**config.mk**
```make
export PLATFORM = sky130hd
export DESIGN_NAME = dual_src_timer
export DESIGN_NICKNAME = d
export VERILOG_FILES = /design/src/rtl/dstmr_pkg.sv /design/src/rtl/dstmr_src_sel.sv /design/src/rtl/dstmr_count.sv /design/src/rtl/dstmr_pwm.sv /design/src/rtl/dual_src_timer.sv
export SDC_FILE = /design/constraint.sdc
export NUM_CORES = 1
export LEC_CHECK = 0
export BUFFER_PORTS_ARGS = -buffer_cell sky130_fd_sc_hd__buf_2
export CORE_MARGIN = 2
export CORE_UTILIZATION = 55
export CTS_BUF_LIST = sky130_fd_sc_hd__clkbuf_16
export DETAILED_ROUTE_END_ITERATION = 8
export PLACE_DENSITY = 0.79
export SYNTH_ARGS = -nofsm -noshare
export SYNTH_HDL_FRONTEND = slang
export SYNTH_SLANG_ARGS = --single-unit
```
**constraint.sdc**
```tcl
create_clock -name clk -period 2.7 [get_ports clk]
set_input_delay 0.405 -clock clk [delete_from_list [all_inputs] [get_ports clk]]
set_output_delay 0.405 -clock clk [all_outputs]
set_load 0.01 [all_outputs]
```
**src/rtl/dstmr_pkg.sv**
```systemverilog
package dstmr_pkg;

    localparam int CTRL_W  = 10;
    localparam int PWM_W   = 4;
    localparam int N_RATES = 8;

    typedef enum logic [2:0] {
        SA_OFF0 = 3'd0, SA_OFF1 = 3'd1, SA_R0 = 3'd2, SA_R1 = 3'd3,
        SA_R2   = 3'd4, SA_ONE  = 3'd5, SA_OFF6 = 3'd6, SA_EXT = 3'd7
    } srca_e;

    typedef enum logic [2:0] {
        SB_R3 = 3'd0, SB_R4 = 3'd1, SB_R5 = 3'd2, SB_TB1 = 3'd3,
        SB_R6 = 3'd4, SB_R7 = 3'd5, SB_ONE = 3'd6, SB_EXT = 3'd7
    } srcb_e;

    typedef struct packed {
        logic [PWM_W-1:0] width;
        srcb_e            src_b;
        srca_e            src_a;
    } ctrl_t;

endpackage

```
**src/rtl/dstmr_src_sel.sv**
```systemverilog
module dstmr_src_sel
    import dstmr_pkg::*;
#(
    parameter int SYNC_STAGES = 2
) (
    input  logic               clk,
    input  logic               rst_n,
    input  srca_e              src_a,
    input  srcb_e              src_b,
    input  logic [N_RATES-1:0] rate_lvl,
    input  logic               tb1_lvl,
    input  logic               ext_a,
    input  logic               ext_b,
    output logic               tick
);

    typedef struct packed {
        logic [SYNC_STAGES-1:0] sync_a;
        logic [SYNC_STAGES-1:0] sync_b;
        logic                   and_prev;
    } sel_st_t;

    sel_st_t st_d, st_q;
    logic    lvl_a, lvl_b, gate;

    always_comb begin
        st_d        = st_q;
        st_d.sync_a = {st_q.sync_a[SYNC_STAGES-2:0], ext_a};
        st_d.sync_b = {st_q.sync_b[SYNC_STAGES-2:0], ext_b};

        unique case (src_a)
            SA_R0:   lvl_a = rate_lvl[0];
            SA_R1:   lvl_a = rate_lvl[1];
            SA_R2:   lvl_a = rate_lvl[2];
            SA_ONE:  lvl_a = 1'b1;
            SA_EXT:  lvl_a = st_q.sync_a[SYNC_STAGES-1];
            default: lvl_a = 1'b0;
        endcase

        unique case (src_b)
            SB_R3:   lvl_b = rate_lvl[3];
            SB_R4:   lvl_b = rate_lvl[4];
            SB_R5:   lvl_b = rate_lvl[5];
            SB_TB1:  lvl_b = tb1_lvl;
            SB_R6:   lvl_b = rate_lvl[6];
            SB_R7:   lvl_b = rate_lvl[7];
            SB_ONE:  lvl_b = 1'b1;
            default: lvl_b = st_q.sync_b[SYNC_STAGES-1];
        endcase

        gate          = lvl_a & lvl_b;
        st_d.and_prev = gate;
        tick          = gate & ~st_q.and_prev;
    end

    always_ff @(posedge clk or negedge rst_n) begin
        if (!rst_n) st_q <= '0;
        else        st_q <= st_d;
    end

    AST_ONE_SHOT: assert property (@(posedge clk) disable iff (!rst_n)
        tick |=> !tick);

endmodule

```
**src/rtl/dstmr_count.sv**
```systemverilog
module dstmr_count #(
    parameter int W = 16
) (
    input  logic         clk,
    input  logic         rst_n,
    input  logic         tick,
    input  logic         load_we,
    input  logic [W-1:0] load_val,
    output logic [W-1:0] count,
    output logic         ovf
);

    localparam logic [W-1:0] TOP = '1;

    typedef struct packed {
        logic [W-1:0] cnt;
        logic [W-1:0] rld;
    } cnt_st_t;

    cnt_st_t st_d, st_q;

    always_comb begin
        st_d = st_q;
        ovf  = tick && (st_q.cnt == TOP);
        if (load_we) st_d.rld = load_val;
        if (tick)    st_d.cnt = ovf ? st_q.rld : st_q.cnt + 1'b1;
        count = st_q.cnt;
    end

    always_ff @(posedge clk or negedge rst_n) begin
        if (!rst_n) st_q <= '0;
        else        st_q <= st_d;
    end

    AST_STEP_UP: assert property (@(posedge clk) disable iff (!rst_n)
        (tick && count != TOP) |=> count == $past(count) + 1'b1);
    AST_HOLD_IDLE: assert property (@(posedge clk) disable iff (!rst_n)
        !tick |=> $stable(count));
    AST_WRAP_LOAD: assert property (@(posedge clk) disable iff (!rst_n)
        (tick && count == TOP) |=> count == $past(st_q.rld));

endmodule

```
**src/rtl/dstmr_pwm.sv**
```systemverilog
module dstmr_pwm
    import dstmr_pkg::*;
(
    input  logic             clk,
    input  logic             rst_n,
    input  logic             ovf,
    input  logic [PWM_W-1:0] width,
    output logic             tout,
    output logic             pwm
);

    typedef struct packed {
        logic [PWM_W-1:0] phase;
        logic             tgl;
    } pwm_st_t;

    pwm_st_t st_d, st_q;

    always_comb begin
        st_d = st_q;
        if (ovf) begin
            st_d.phase = st_q.phase + 1'b1;
            st_d.tgl   = ~st_q.tgl;
        end
        tout = st_q.tgl;
        pwm  = st_q.phase < width;
    end

    always_ff @(posedge clk or negedge rst_n) begin
        if (!rst_n) st_q <= '0;
        else        st_q <= st_d;
    end

    AST_TOUT_FLIP: assert property (@(posedge clk) disable iff (!rst_n)
        ovf |=> tout != $past(tout));
    AST_TOUT_KEEP: assert property (@(posedge clk) disable iff (!rst_n)
        !ovf |=> $stable(tout));
    AST_PHASE_KEEP: assert property (@(posedge clk) disable iff (!rst_n)
        !ovf |=> $stable(st_q.phase));

endmodule

```
**src/rtl/dual_src_timer.sv**
```systemverilog
module dual_src_timer
    import dstmr_pkg::*;
#(
    parameter int CNT_W       = 16,
    parameter int BUS_W       = 16,
    parameter int SYNC_STAGES = 2
) (
    input  logic               clk,
    input  logic               rst_n,
    input  logic [N_RATES-1:0] rate_lvl,
    input  logic               tb1_lvl,
    input  logic               ext_a,
    input  logic               ext_b,
    input  logic               wr_en,
    input  logic [1:0]         wr_addr,
    input  logic [BUS_W-1:0]   wr_data,
    input  logic [1:0]         rd_addr,
    output logic [BUS_W-1:0]   rd_data,
    output logic               tout_o,
    output logic               pwm_o,
    output logic               irq_o
);

    localparam logic [1:0] A_DATA = 2'd0;
    localparam logic [1:0] A_CTRL = 2'd1;
    localparam logic [1:0] A_IEN  = 2'd2;
    localparam logic [1:0] A_FLAG = 2'd3;

    typedef struct packed {
        ctrl_t ctrl;
        logic  ien;
        logic  flag;
    } reg_st_t;

    reg_st_t          st_d, st_q;
    logic             tick, ovf, clr_req;
    logic [CNT_W-1:0] count;

    dstmr_src_sel #(.SYNC_STAGES(SYNC_STAGES)) u_sel (
        .clk      (clk),
        .rst_n    (rst_n),
        .src_a    (st_q.ctrl.src_a),
        .src_b    (st_q.ctrl.src_b),
        .rate_lvl (rate_lvl),
        .tb1_lvl  (tb1_lvl),
        .ext_a    (ext_a),
        .ext_b    (ext_b),
        .tick     (tick)
    );

    dstmr_count #(.W(CNT_W)) u_cnt (
        .clk      (clk),
        .rst_n    (rst_n),
        .tick     (tick),
        .load_we  (wr_en && wr_addr == A_DATA),
        .load_val (wr_data[CNT_W-1:0]),
        .count    (count),
        .ovf      (ovf)
    );

    dstmr_pwm u_pwm (
        .clk   (clk),
        .rst_n (rst_n),
        .ovf   (ovf),
        .width (st_q.ctrl.width),
        .tout  (tout_o),
        .pwm   (pwm_o)
    );

    always_comb begin
        st_d    = st_q;
        clr_req = wr_en && wr_addr == A_FLAG && wr_data[0];
        if (wr_en && wr_addr == A_CTRL) st_d.ctrl = ctrl_t'(wr_data[CTRL_W-1:0]);
        if (wr_en && wr_addr == A_IEN)  st_d.ien  = wr_data[0];
        if (clr_req)                    st_d.flag = 1'b0;
        if (ovf && st_q.ien)            st_d.flag = 1'b1;

        rd_data = '0;
        unique case (rd_addr)
            A_DATA:  rd_data[CNT_W-1:0]  = count;
            A_CTRL:  rd_data[CTRL_W-1:0] = st_q.ctrl;
            A_IEN:   rd_data[0]          = st_q.ien;
            default: rd_data[0]          = st_q.flag;
        endcase
        irq_o = st_q.flag;
    end

    always_ff @(posedge clk or negedge rst_n) begin
        if (!rst_n) st_q <= '0;
        else        st_q <= st_d;
    end

    AST_IRQ_RAISE: assert property (@(posedge clk) disable iff (!rst_n)
        (ovf && st_q.ien) |=> irq_o);
    AST_IRQ_STICKY: assert property (@(posedge clk) disable iff (!rst_n)
        (irq_o && !clr_req) |=> irq_o);
    AST_IRQ_QUIET: assert property (@(posedge clk) disable iff (!rst_n)
        (!irq_o && !(ovf && st_q.ien)) |=> !irq_o);

endmodule

```
==> flow_metrics.py <==
metrics = {
    "synthesis": {
        "synth_commonest_cells": "dfrtp_1, mux2_2, mux2i_1",
        "synth_edf_count": 0,
        "synthFlopType": "dfrtp_1",
        "synthArstFlopShare": 1.000,
        "synthTopCellsByArea": "dfrtp_1, mux2_2, mux2i_1, ha_1, a22o_1",
        "syn_avg_cell_area_um2": 11.37,
        "yosys_warnings": 0,
        "synthCells": 242,
        "synth_area_um2": 2753,
        "synth_seq_area_share": 0.4909,
        "yosysMostFrequentCell": "dfrtp_1",
        "synth_top_cell_area_share": 0.4909,
        "ys_ff_latch": 54,
        "yosysTopAreaCell": "dfrtp_1",
        "yosysUniqueCellTypes": 40,
        "synth_fp_nets": 281,
    },
    "layout": {
        "design_area_um2": 3263,
        "nNetsFinal": 336,
        "n_antenna_cell": 0,
        "fill_cells": 368,
        "final_cells": 365,
        "layout-drive-gt1-share": 0.3423,
        "area_growth_pct": 18.55,
    },
    "route": {
        "wl_met2_um": 2993,
        "vias_per_cell": 5.819,
        "wl_met1_um": 2509,
        "drc": 0,
        "drt.antenna.violating_nets": 0,
        "met3_length_um": 277,
        "routed.top_layer": "met4",
        "first_iter_violations": 198,
        "wl_per_cell_um": 16.05,
        "vias": 2124,
        "drt-total-wl_um": 5860,
        "drt_first_pass_iters": 4,
    },
    "placed_design": {
        "dp_hpwl_um": 4340,
        "io_buffers": 52,
        "place_inst": 357,
        "place_ws_ns": 0.4765,
        "gp_congestion": 0.8574,
        "placed_area_um2": 3094,
    },
    "clocking": {
        "cts_hold_buffers": 0,
        "post_cts_resized": 0,
        "cts_max_level": 2,
        "clkLatencyLatePin_ns": 0.29,
        "cts_sinks": 54,
        "clock_path_buffers": 2,
        "cts.clk_slew.worst_paths_ns": 0.07,
        "post_cts_buffers": 0,
        "cts_tree": "built",
        "cts-root-buf": "clkbuf_16",
        "numCtsBuffers": 5,
    },
    "critical_path": {
        "worst_setup_path_start_kind": "flop",
        "r2r_slack_ns": 0.48,
        "cp_max_fo": 16,
        "critPathCaptureType": "flop",
        "cp.arrival_ns": 2.39,
        "cp.required_ns": 2.87,
        "r2r_start": "st_q[5]",
        "worstReg2RegEnd": "u_cnt.count[14]",
        "crit_start": "st_q[5]",
        "critPathKind": "flop to flop",
        "ff2ff_path_depth": 6,
        "endpoint": "u_cnt.count[14]",
    },
    "sta": {
        "skew_ns": 0.008988,
        "min_period_over_period": 0.8227,
        "finalHoldViolCount": 0,
        "rsz0062_at_grt": "no",
        "relSlewSlack": 0.5077,
        "tightest_slew_ns": 0.7384,
        "drv_slew": 0,
        "setup_ws_ns": 0.4788,
        "tns_ns": 0,
        "setup_viol": 0,
        "layout_min_cycle_time_ns": 2.221,
        "max_freq_ghz": 0.4502,
    },
    "floorplanning": {
        "num_rows": 25,
        "dieArea_um2": 5587,
        "die-height_um": 74.75,
        "start_util": 0.5752,
        "core_area_um2": 4786,
        "io_pins": 53,
        "die_x_um": 74.75,
    },
    "flow_run": {
        "maxCapViolations": 0,
    },
    "min_path": {
        "hold_class": "input port to async pin",
    },
    "global_routing": {
        "grt_pass1_wl_um": 9798,
        "grt_pass1_vias": 2047,
        "overflow": 0,
        "grt_usage": 0.2338,
        "grt_start_max_net_pins": 35,
        "antenna_found_initial": 0,
    },
    "pwr": {
        "powerDensity_nw_per_um2": 707.8,
        "p_leak_nw": 1.555,
        "vdd_ir_drop_max_uv": 468.5,
    },
    "run_status": {
        "status": "complete, no violations",
    },
}
[stage by stage]
stage / utilization / power, mW / hold WS, ns
after floorplan: - / 1.423 / 0.1094
after global placement: 0.6465 / 1.566 / 0.3349
after detailed placement: 0.6465 / 1.600 / 0.3387
after CTS: 0.6818 / 2.321 / 0.2035
after global routing: 0.6818 / 2.438 / 0.2100
final: 0.6818 / 2.310 / 0.1673
[layout make-up]
class,instances,area (um2),share of cell area
Timing Repair Buffer,59,312.8,0.09586
Clock buffer,5,125.1,0.03834
Multi-Input combinational cell,169,1316,0.4034
Inverter,8,30.03,0.009202
Clock inverter,3,43.79,0.01342
Tap cell,67,83.83,0.02569
Sequential cell,54,1351,0.4141
[worst min path at each step]
| stage | endpoint | slack [ns] | startpoint | depth (start not counted) |
|---|---|---|---|---|
| final | u_cnt.st_q[6] | 0.17 | rst_n | 1 |
| after global placement | u_sel.st_q[2] | 0.33 | u_sel.st_d[2] | 0 |
| after detailed placement | u_sel.st_q[2] | 0.34 | u_sel.st_d[2] | 0 |
| after floorplan | irq_o | 0.11 | rst_n | 0 |
| after global routing | u_sel.st_d[2] | 0.21 | ext_b | 1 |
| after CTS | u_cnt.st_q[6] | 0.20 | rst_n | 1 |
[flip-flops by register name, indices dropped and copies added, names as in the netlist]
register and cells:
irq_o 1, st_q 11, u_cnt.count 16, u_cnt.st_q 16, u_pwm.st_q 4, u_pwm.tout 1
u_sel.st_d 2, u_sel.st_q 3
[worst max-delay path: stages, from the launching register on]
cell and delay, ns:
dfrtp_1 0.46, nor2b_1 0.16, mux4_2 0.51, a311oi_4 0.31, buf_4 0.26, nand4_1 0.12
mux2_2 0.28
[layer usage]
| layer | vias to the layer above | GRT usage |
|---|---|---|
| met5 | - | 0 |
| met4 | 0 | 0.06548 |
| met3 | 9 | 0.05756 |
| met2 | 65 | 0.3943 |
| met1 | 1038 | 0.3033 |
| li1 | 1012 | - |
[layout by cell type (no fill, tap or decap), types with 2 or more instances in the layout]
cell,netlist,routed
and2_1,8,8
a31o_2,2,2
nand4_1,7,7
a21boi_0,2,2
a41oi_1,3,3
dfrtp_1,54,54
nor3_1,5,5
and3_1,3,3
buf_4,3,7
a31oi_1,6,6
mux2_2,28,28
a22o_1,7,7
clkbuf_16,0,5
o21ai_0,7,7
ha_1,5,5
nand2_1,11,11
xor2_1,2,2
a21oi_1,12,12
mux2i_1,17,17
and4_1,4,4
a21o_1,2,2
buf_2,1,52
inv_1,8,8
mux4_2,2,2
xnor2_1,2,2
nor2_1,15,15
nand3_1,8,8
[cells by family after synthesis]
family	after synthesis	share of synthesized area
mux	48	0.1968
flops	54	0.4909
compound gates	45	0.1145
xor+xnor	4	0.01273
buf+inv	19	0.03318
fa+ha+maj	5	0.02273
simple gates	67	0.1291
[report_power, final]
group | switching, mW | leakage (nW) | internal, mW
logic | 0.254 | 0.799 | 0.248
clock network | 0.280 | 0.0842 | 0.439
registers | 0.148 | 0.672 | 0.940
Note: power is estimated with default switching activity, not from simulation.
